`src/rtl/cal_alarm_pkg.sv`:
```
package cal_alarm_pkg;
   localparam int NUM_FIELDS = 7;
   localparam int MAX_FW     = 8;

   // value width of each alarm field, in commit order
   function automatic int field_width(input int idx);
      case (idx)
         0: return 7;
         1: return 7;
         2: return 6;
         3: return 3;
         4: return 6;
         5: return 5;
         default: return 8;
      endcase
   endfunction
endpackage

```
`src/rtl/alarm_field_slot.sv`:
```
module alarm_field_slot #(
   parameter int DATA_W   = 16,
   parameter int FLAG_POS = 15,
   parameter int VAL_W    = 7
) (
   input  logic              clk,
   input  logic              rst_n,
   input  logic              stage_we,
   input  logic              commit,
   input  logic [DATA_W-1:0] wdata,
   output logic [VAL_W-1:0]  val_q,
   output logic              flag_q
);
   logic [VAL_W-1:0] stg_val;
   logic             stg_flag;

   always_ff @(posedge clk or negedge rst_n) begin
      if (!rst_n) begin
         stg_val  <= '0;
         stg_flag <= 1'b0;
         val_q    <= '0;
         flag_q   <= 1'b0;
      end else begin
         if (stage_we) begin
            stg_val  <= wdata[VAL_W-1:0];
            stg_flag <= wdata[FLAG_POS];
         end
         if (commit) begin
            val_q  <= stg_val;
            flag_q <= stg_flag;
         end
      end
   end
endmodule

```
`src/rtl/alarm_compare.sv`:
```
module alarm_compare #(
   parameter int NUM = 7,
   parameter int FW  = 8
) (
   input  logic [NUM-1:0]         flags,
   input  logic [NUM-1:0][FW-1:0] alarm,
   input  logic [NUM-1:0][FW-1:0] cal,
   output logic                   hit
);
   logic [NUM-1:0] field_ok;

   for (genvar i = 0; i < NUM; i++) begin : g_cmp
      assign field_ok[i] = !flags[i] || (alarm[i] == cal[i]);
   end

   assign hit = (|flags) && (&field_ok);
endmodule

```
`src/rtl/alarm_irq_ctrl.sv`:
```
module alarm_irq_ctrl (
   input  logic clk,
   input  logic rst_n,
   input  logic tick,
   input  logic hit,
   input  logic en_we,
   input  logic clr_we,
   input  logic wbit0,
   output logic en_q,
   output logic st_q,
   output logic irq
);
   always_ff @(posedge clk or negedge rst_n) begin
      if (!rst_n) begin
         en_q <= 1'b0;
         st_q <= 1'b0;
      end else begin
         if (en_we) en_q <= wbit0;
         if (tick && hit) st_q <= 1'b1;
         else if (clr_we) st_q <= 1'b0;
      end
   end

   assign irq = st_q & en_q;
endmodule

```
`src/rtl/calendar_alarm.sv`:
```
module calendar_alarm
   import cal_alarm_pkg::*;
#(
   parameter int DATA_W   = 16,
   parameter int ADDR_W   = 4,
   parameter int FLAG_POS = 15
) (
   input  logic              clk,
   input  logic              rst_n,
   input  logic              wr_en,
   input  logic [ADDR_W-1:0] wr_addr,
   input  logic [DATA_W-1:0] wr_data,
   input  logic [ADDR_W-1:0] rd_addr,
   output logic [DATA_W-1:0] rd_data,
   input  logic              sec_tick,
   input  logic [6:0]        cal_sec,
   input  logic [6:0]        cal_min,
   input  logic [5:0]        cal_hour,
   input  logic [2:0]        cal_wday,
   input  logic [5:0]        cal_day,
   input  logic [4:0]        cal_mon,
   input  logic [7:0]        cal_year,
   output logic              irq
);
   localparam int NF        = NUM_FIELDS;
   localparam int ADR_TRIG  = NF;
   localparam int ADR_IEN   = NF + 1;
   localparam int ADR_STAT  = NF + 2;

   if (FLAG_POS >= DATA_W || FLAG_POS < MAX_FW) begin : g_bad_flag
      $error("calendar_alarm: FLAG_POS must sit above the value bits and inside the word");
   end
   if ((1 << ADDR_W) <= ADR_STAT) begin : g_bad_addr
      $error("calendar_alarm: ADDR_W too narrow for the register map");
   end

   logic [NF-1:0]             alm_flag;
   logic [NF-1:0][MAX_FW-1:0] alm_val;
   logic [NF-1:0][MAX_FW-1:0] cal_vec;
   logic [NF-1:0][DATA_W-1:0] alm_word;
   logic                      commit;
   logic                      hit;
   logic                      en_q;
   logic                      st_q;
   logic                      clr_wr;
   logic                      en_wr;

   assign commit = wr_en && (wr_addr == ADDR_W'(ADR_TRIG)) && wr_data[FLAG_POS];
   assign en_wr  = wr_en && (wr_addr == ADDR_W'(ADR_IEN));
   assign clr_wr = wr_en && (wr_addr == ADDR_W'(ADR_STAT)) && wr_data[0];

   always_comb begin
      cal_vec    = '0;
      cal_vec[0] = MAX_FW'(cal_sec);
      cal_vec[1] = MAX_FW'(cal_min);
      cal_vec[2] = MAX_FW'(cal_hour);
      cal_vec[3] = MAX_FW'(cal_wday);
      cal_vec[4] = MAX_FW'(cal_day);
      cal_vec[5] = MAX_FW'(cal_mon);
      cal_vec[6] = MAX_FW'(cal_year);
   end

   for (genvar i = 0; i < NF; i++) begin : g_field
      localparam int W = field_width(i);
      logic [W-1:0] v;

      alarm_field_slot #(
         .DATA_W  (DATA_W),
         .FLAG_POS(FLAG_POS),
         .VAL_W   (W)
      ) u_slot (
         .clk     (clk),
         .rst_n   (rst_n),
         .stage_we(wr_en && (wr_addr == ADDR_W'(i))),
         .commit  (commit),
         .wdata   (wr_data),
         .val_q   (v),
         .flag_q  (alm_flag[i])
      );

      assign alm_val[i] = MAX_FW'(v);

      always_comb begin
         alm_word[i]           = '0;
         alm_word[i][W-1:0]    = v;
         alm_word[i][FLAG_POS] = alm_flag[i];
      end
   end

   alarm_compare #(
      .NUM(NF),
      .FW (MAX_FW)
   ) u_cmp (
      .flags(alm_flag),
      .alarm(alm_val),
      .cal  (cal_vec),
      .hit  (hit)
   );

   alarm_irq_ctrl u_irq (
      .clk   (clk),
      .rst_n (rst_n),
      .tick  (sec_tick),
      .hit   (hit),
      .en_we (en_wr),
      .clr_we(clr_wr),
      .wbit0 (wr_data[0]),
      .en_q  (en_q),
      .st_q  (st_q),
      .irq   (irq)
   );

   always_comb begin
      rd_data = '0;
      if (rd_addr < ADDR_W'(NF))          rd_data = alm_word[rd_addr[2:0]];
      else if (rd_addr == ADDR_W'(ADR_IEN))  rd_data[0] = en_q;
      else if (rd_addr == ADDR_W'(ADR_STAT)) rd_data[0] = st_q;
   end
endmodule

```
`config.mk`:
```
export PLATFORM = sky130hd
export DESIGN_NAME = calendar_alarm
export DESIGN_NICKNAME = d
export VERILOG_FILES = /design/src/rtl/cal_alarm_pkg.sv /design/src/rtl/alarm_field_slot.sv /design/src/rtl/alarm_compare.sv /design/src/rtl/alarm_irq_ctrl.sv /design/src/rtl/calendar_alarm.sv
export SDC_FILE = /design/constraint.sdc
export NUM_CORES = 1
export LEC_CHECK = 0
export ABC_AREA = 0
export BUFFER_PORTS_ARGS = -buffer_cell sky130_fd_sc_hd__buf_2
export CAP_MARGIN = 40
export CELL_PAD_IN_SITES_DETAIL_PLACEMENT = 1
export CELL_PAD_IN_SITES_GLOBAL_PLACEMENT = 2
export CORE_MARGIN = 2
export CORE_UTILIZATION = 35
export CTS_BUF_LIST = sky130_fd_sc_hd__clkbuf_4
export DETAILED_ROUTE_END_ITERATION = 16
export GPL_ROUTABILITY_DRIVEN = 0
export HOLD_SLACK_MARGIN = 0.1
export PLACE_DENSITY_LB_ADDON = 0.1
export SYNTH_ARGS = -nofsm -noshare
export SYNTH_HDL_FRONTEND = slang
export SYNTH_SLANG_ARGS = --single-unit
```
`constraint.sdc`:
```
create_clock -name clk -period 3.4 [get_ports clk]
set_input_delay 0.68 -clock clk [delete_from_list [all_inputs] [get_ports clk]]
set_output_delay 0.68 -clock clk [all_outputs]
set_load 0.01 [all_outputs]
```
### Word level (Yosys, flattened, before mapping)

Index checks and enable logic that the tools add are counted.

| storage, ports and cells | value |
|---|---|
| RAM bits | 0 |
| latch bits | 0 |
| flip-flop bits (word level) | 100 |
| output and inout port bits | 17 |
| ROM bits | 0 |
| input port bits | 70 |
| memories | 0 |

| operators by class | value |
|---|---|
| equality and inequality tests | 18 |
| shift operators | 0 |
| mux-type cells | 8 |
| div/mod/pow operators | 0 |
| reductions and logical operators | 32 |
| $lt $le $gt $ge | 2 |
| bitwise gates (word level) | 1 |
| multiply operators | 0 |
| $add $sub $neg | 0 |

Operators by type and width:

| cell | count |
|---|---|
| 16-bit binary-select mux with 3-bit select | 1 |
| 4-bit by 3-bit equality test with 1-bit output, second input constant | 4 |
| 4-bit equality test, second input constant | 4 |
| 16-bit 2-to-1 mux | 1 |
| 15-bit 2-to-1 mux | 1 |
| 7-bit equality test | 2 |
| 1-bit logical AND | 14 |
| 6-bit equality test | 2 |
| 4-bit by 2-bit equality test with 1-bit output, second input constant | 2 |
| 8-bit equality test | 1 |
| 1-bit logical NOT | 7 |
| 1-bit logical OR | 7 |
| 7-bit AND reduction | 1 |
| 7-bit OR reduction | 1 |
| 5-bit equality test | 1 |
| 1-bit 2-to-1 mux | 5 |
| 4-bit by 1-bit equality test with 1-bit output, second input constant | 1 |
| 4-bit logical NOT | 1 |
| 3-bit by 4-bit < comparator with 1-bit output, second input constant | 1 |
| 4-bit by 3-bit < comparator with 1-bit output, second input constant | 1 |
| 3-bit equality test | 1 |
| 2-bit nonzero test | 1 |
| 1-bit AND | 1 |

### Longest topological paths before layout

| depth | value |
|---|---|
| depth after elaboration | 6 |
| gate-level depth with buffers | 7 |
| gate-level depth less buffers | 5 |

### Cells and area by module

From an unflattened synthesis, not the netlist that was laid out.

| unflattened totals | value |
|---|---|
| cell total of the unflattened synthesis | 385 |
| area total of the unflattened synthesis | 5396.4 um^2 |

Modules (own cells, without submodules):

| module | area each (um^2) | instances | cells each |
|---|---|---|---|
| alarm_field_slot (g_field[0].u_slot ...) | 663.1 | 2 | 34 |
| alarm_field_slot (g_field[2].u_slot ...) | 583.1 | 2 | 30 |
| alarm_field_slot (g_field[6].u_slot) | 743.2 | 1 | 38 |
| alarm_compare | 644.4 | 1 | 83 |
| calendar_alarm | 639.4 | 1 | 87 |
| alarm_field_slot (g_field[5].u_slot) | 503.0 | 1 | 26 |
| alarm_field_slot (g_field[3].u_slot) | 290.3 | 1 | 16 |
| alarm_irq_ctrl | 83.8 | 1 | 7 |

### Worst setup path after synthesis

No wires, ideal clock.

| timing path | value |
|---|---|
| path kind | input-to-output |
| start | input rd_addr[1] |
| end | output rd_data[2] |
| cell stages on the path | 5 |
| arrival | 1.581 ns |
| data required time | 2.720 ns |
| path slack | 1.139 ns |
| cell sequence | buf_4 buf_6 mux4_2 nor2_1 a211oi_1 |

| between the ends | value |
|---|---|
| cells in the longest elaborated chain, start to end | 3 |
| elaborated cells on any way between the ends | 4 |
| classes of those cells | order compare (1); mux (3) |

RTL lines:

| element | RTL line | text |
|---|---|---|
| from (decl) | calendar_alarm.sv:13 | `input logic [ADDR_W-1:0] rd_addr,` |
| 16-bit binary-select mux with 3-bit select | calendar_alarm.sv:115 | `if (rd_addr < ADDR_W'(NF)) rd_data = alm_word[rd_addr[2:0]];` |
| 16-bit 2-to-1 mux (implied by the code) | calendar_alarm.sv:115 |  |
| 15-bit 2-to-1 mux (*) | calendar_alarm.sv:115 |  |
| to (decl) | calendar_alarm.sv:14 | `output logic [DATA_W-1:0] rd_data,` |

Mark *: on every way between the ends. The rest lies on a longest branch, timed or not. The select of a mux whose other input is x is not followed.

### Final worst setup path

| timing path | value |
|---|---|
| start | input rd_addr[1] |
| end | output rd_data[4] |

The elaborated chain is that of the path after synthesis.

==> impl_metrics.tcl <==
set metrics [dict create \
    grt_antenna_before_repair 1 \
    placed_cells 603 \
    grt_pass1_vias 3272 \
    cts_resized 0 \
    outcome "finished, final reports clean" \
    synth.cell_area_sq_um 4850 \
    finalCriticalPeriod_ns 2.867 \
    postCtsSetupRepairBufs 0 \
    maxSlewViolCount 0 \
    avgRoutedWirePerCell_um 19.63 \
    slew_headroom 0.5181 \
    hold_class "input pin to async pin" \
    crit_type "input pin to output port" \
    leakagePower_uw 0.002542 \
    nFillCells 1482 \
    fin_setup_tns_ns 0 \
    maxCapViolCount 0 \
    skew_ns 0.01758 \
    ys_seq_elements 100 \
    layout_common_cells "100 x dfrtp_1, 89 x mux2_2, 71 x buf_2, 30 x xnor2_1, 17 x nor2_1" \
    worst_hold_slack_ns 0.1864 \
    drtIter0Drc 127 \
    ant_nets 0 \
    r2r-start "g_field[6].u_slot.val_q[1]$_DFFE_PN0P_" \
    max_slew.worst_pin.slew_ns 0.7229 \
    cts-htree-levels 3 \
    cts_buffers 9 \
    synth_area_per_cell_sq_um 13.40 \
    vias 3097 \
    arrival_ns 2.19 \
    grt_pass1_wl_um 19000 \
    critPathRequiredTime_ns 2.72 \
    ioPinCount 87 \
    dp_hpwl_um 8902 \
    root_buffer "clkbuf_4" \
    synth.distinct_cells 39 \
    grtUsageTotal 0.1772 \
    fin_util 0.4038 \
    cp-end-kind "output port" \
    fp.dieH_um 121.7 \
    multi_input_area_sq_um 2208 \
    fin_crit_sh 0.8432 \
    drcViolationCount 0 \
    crit_path_max_fanout 19 \
    fmax_mhz 348.8 \
    drtPass1Iterations 4 \
    gr-total-overflow 0 \
    synth-seq-area-share 0.5160 \
    post_drt_via_cell_ratio 4.995 \
    cts_sinks 100 \
    wirelength_um 12170 \
    r2r_slack_ns 1.80 \
    vdd_drop_max_mv 0.1966 \
    fin_total_pwr_uw 3010 \
    stdcell_count 620 \
    regArea_sq_um 2502 \
    design.core.area_sq_um 13720 \
    portBuffers 72 \
    hold_viol 0 \
    fp.dieArea_sq_um 14810 \
    start_util 0.3535 \
    reg2regPathDepth 5 \
    drive_gt1_frac 0.4374 \
    layout_commonest_cell "dfrtp_1" \
    rsz0062_at_grt "no" \
    fin_nets 504 \
    postCtsHoldBufs 0 \
    insertion_delay_ns 0.47 \
    cts_tree "built" \
    area_delta_synth_final_pct 14.24 \
    r2r_end "u_irq.st_q$_DFFE_PN0P_" \
    power_density_nw_per_um2 543.3 \
    clkTransAtPathRegs_ns 0.15 \
    synth_cells 362 \
    cp-start-kind "input pin" \
    rows 43 \
    fp.dieW_um 121.7 \
    synth_warnings 0 \
    setup_viol 0 \
    grt_max_degree 58 \
    cts_max_path_buffers 2 \
]
## worst max-delay path by stage
stage / start / end / depth (start not counted)
floorplan: rd_addr[1] / rd_data[2] / 5
global placement: rd_addr[1] / rd_data[4] / 7
detailed placement: rd_addr[1] / rd_data[3] / 6
CTS: rd_addr[1] / rd_data[3] / 6
global route: rd_addr[0] / rd_data[4] / 6
finish: rd_addr[1] / rd_data[4] / 7
## power by group
| part | switching (uW) | leakage, uW | internal [uW] | total, uW |
|---|---|---|---|---|
| Combinational | 256 | 0.00117 | 351 | 606 |
| Clock | 408 | 0.0000916 | 370 | 778 |
| Sequential | 188 | 0.00128 | 1440 | 1630 |
## routing by layer
layer / track usage / vias up / share of wire
met5: 0 / - / 0
met4: 0.04310 / 0 / 0.0073
met3: 0.04448 / 8 / 0.034
met2: 0.2939 / 49 / 0.50
met1: 0.2340 / 1605 / 0.46
li1: - / 1435 / -
## final cells by class
type                    instances  share of cell area
diodes                          1           0.0004517
clock buffers                   9             0.01220
clock inverters                 7             0.02055
multi-input cells             245              0.3986
flip-flops and latches        100              0.4517
well taps                     180             0.04065
repair buffers                 78             0.07588
## worst max-delay path: stages
cell      delay, ns
buf_2          0.50
buf_4          0.25
mux2i_1        0.09
nor2_1         0.10
a21oi_1        0.05
a211oi_1       0.31
buf_2          0.20
## flip-flops by register name, summed over array words and instances (netlist names)
register / flops
g_field.u_slot.flag_q: 7
g_field.u_slot.stg_flag: 7
g_field.u_slot.stg_val: 42
g_field.u_slot.val_q: 42
u_irq.en_q: 1
u_irq.st_q: 1
## cell families (layout without fill, tap and decap cells)
family          after synthesis  in the layout  synth area share
flops                       100            100            0.5160
xor+xnor                     42             42           0.07585
other cells                   1              8         0.0007733
simple gates                 53             53           0.06399
mux                         115            115            0.2732
buf+inv                      23             94           0.03328
compound gates               28             28           0.03690
## through the flow
stage          setup slack, ns  instance area, sq um
6_report                0.5332                  5540
2_1_floorplan            1.139                  4872
3_5_place_dp            0.5311                  5356
3_3_place_gp            0.5224                  5356
5_1_grt                 0.3549                  5540
4_1_cts                 0.5261                  5538
## cells in the mapped netlist, drive strengths merged
| library cell | instances | area share |
|---|---|---|
| nor2b | 3 | 0.0039 |
| xnor2 | 30 | 0.054 |
| nor2 | 18 | 0.015 |
| a31oi | 1 | 0.0013 |
| dfrtp | 100 | 0.52 |
| clkbuf | 3 | 0.0023 |
| nor4 | 1 | 0.0013 |
| o31ai | 3 | 0.0046 |
| nand3b | 3 | 0.0080 |
| mux2 | 99 | 0.23 |
| xor2 | 12 | 0.022 |
| nand2 | 8 | 0.0072 |
| nor3b | 2 | 0.0054 |
| and3 | 1 | 0.0013 |
| buf | 20 | 0.031 |
| a21oi | 7 | 0.0072 |
| mux2i | 12 | 0.025 |
| o41ai | 2 | 0.0036 |
| a31o | 1 | 0.0018 |
| o21ai | 6 | 0.0062 |
| a211oi | 7 | 0.011 |
| and2 | 1 | 0.0013 |
| o22ai | 1 | 0.0013 |
| nand4b | 1 | 0.0018 |
| conb | 1 | 0.00077 |
| nand4 | 8 | 0.010 |
| or4 | 1 | 0.0015 |
| nand2b | 1 | 0.0013 |
| mux4 | 4 | 0.019 |
| nand3 | 5 | 0.0052 |
(Power assumes the default switching activity.)
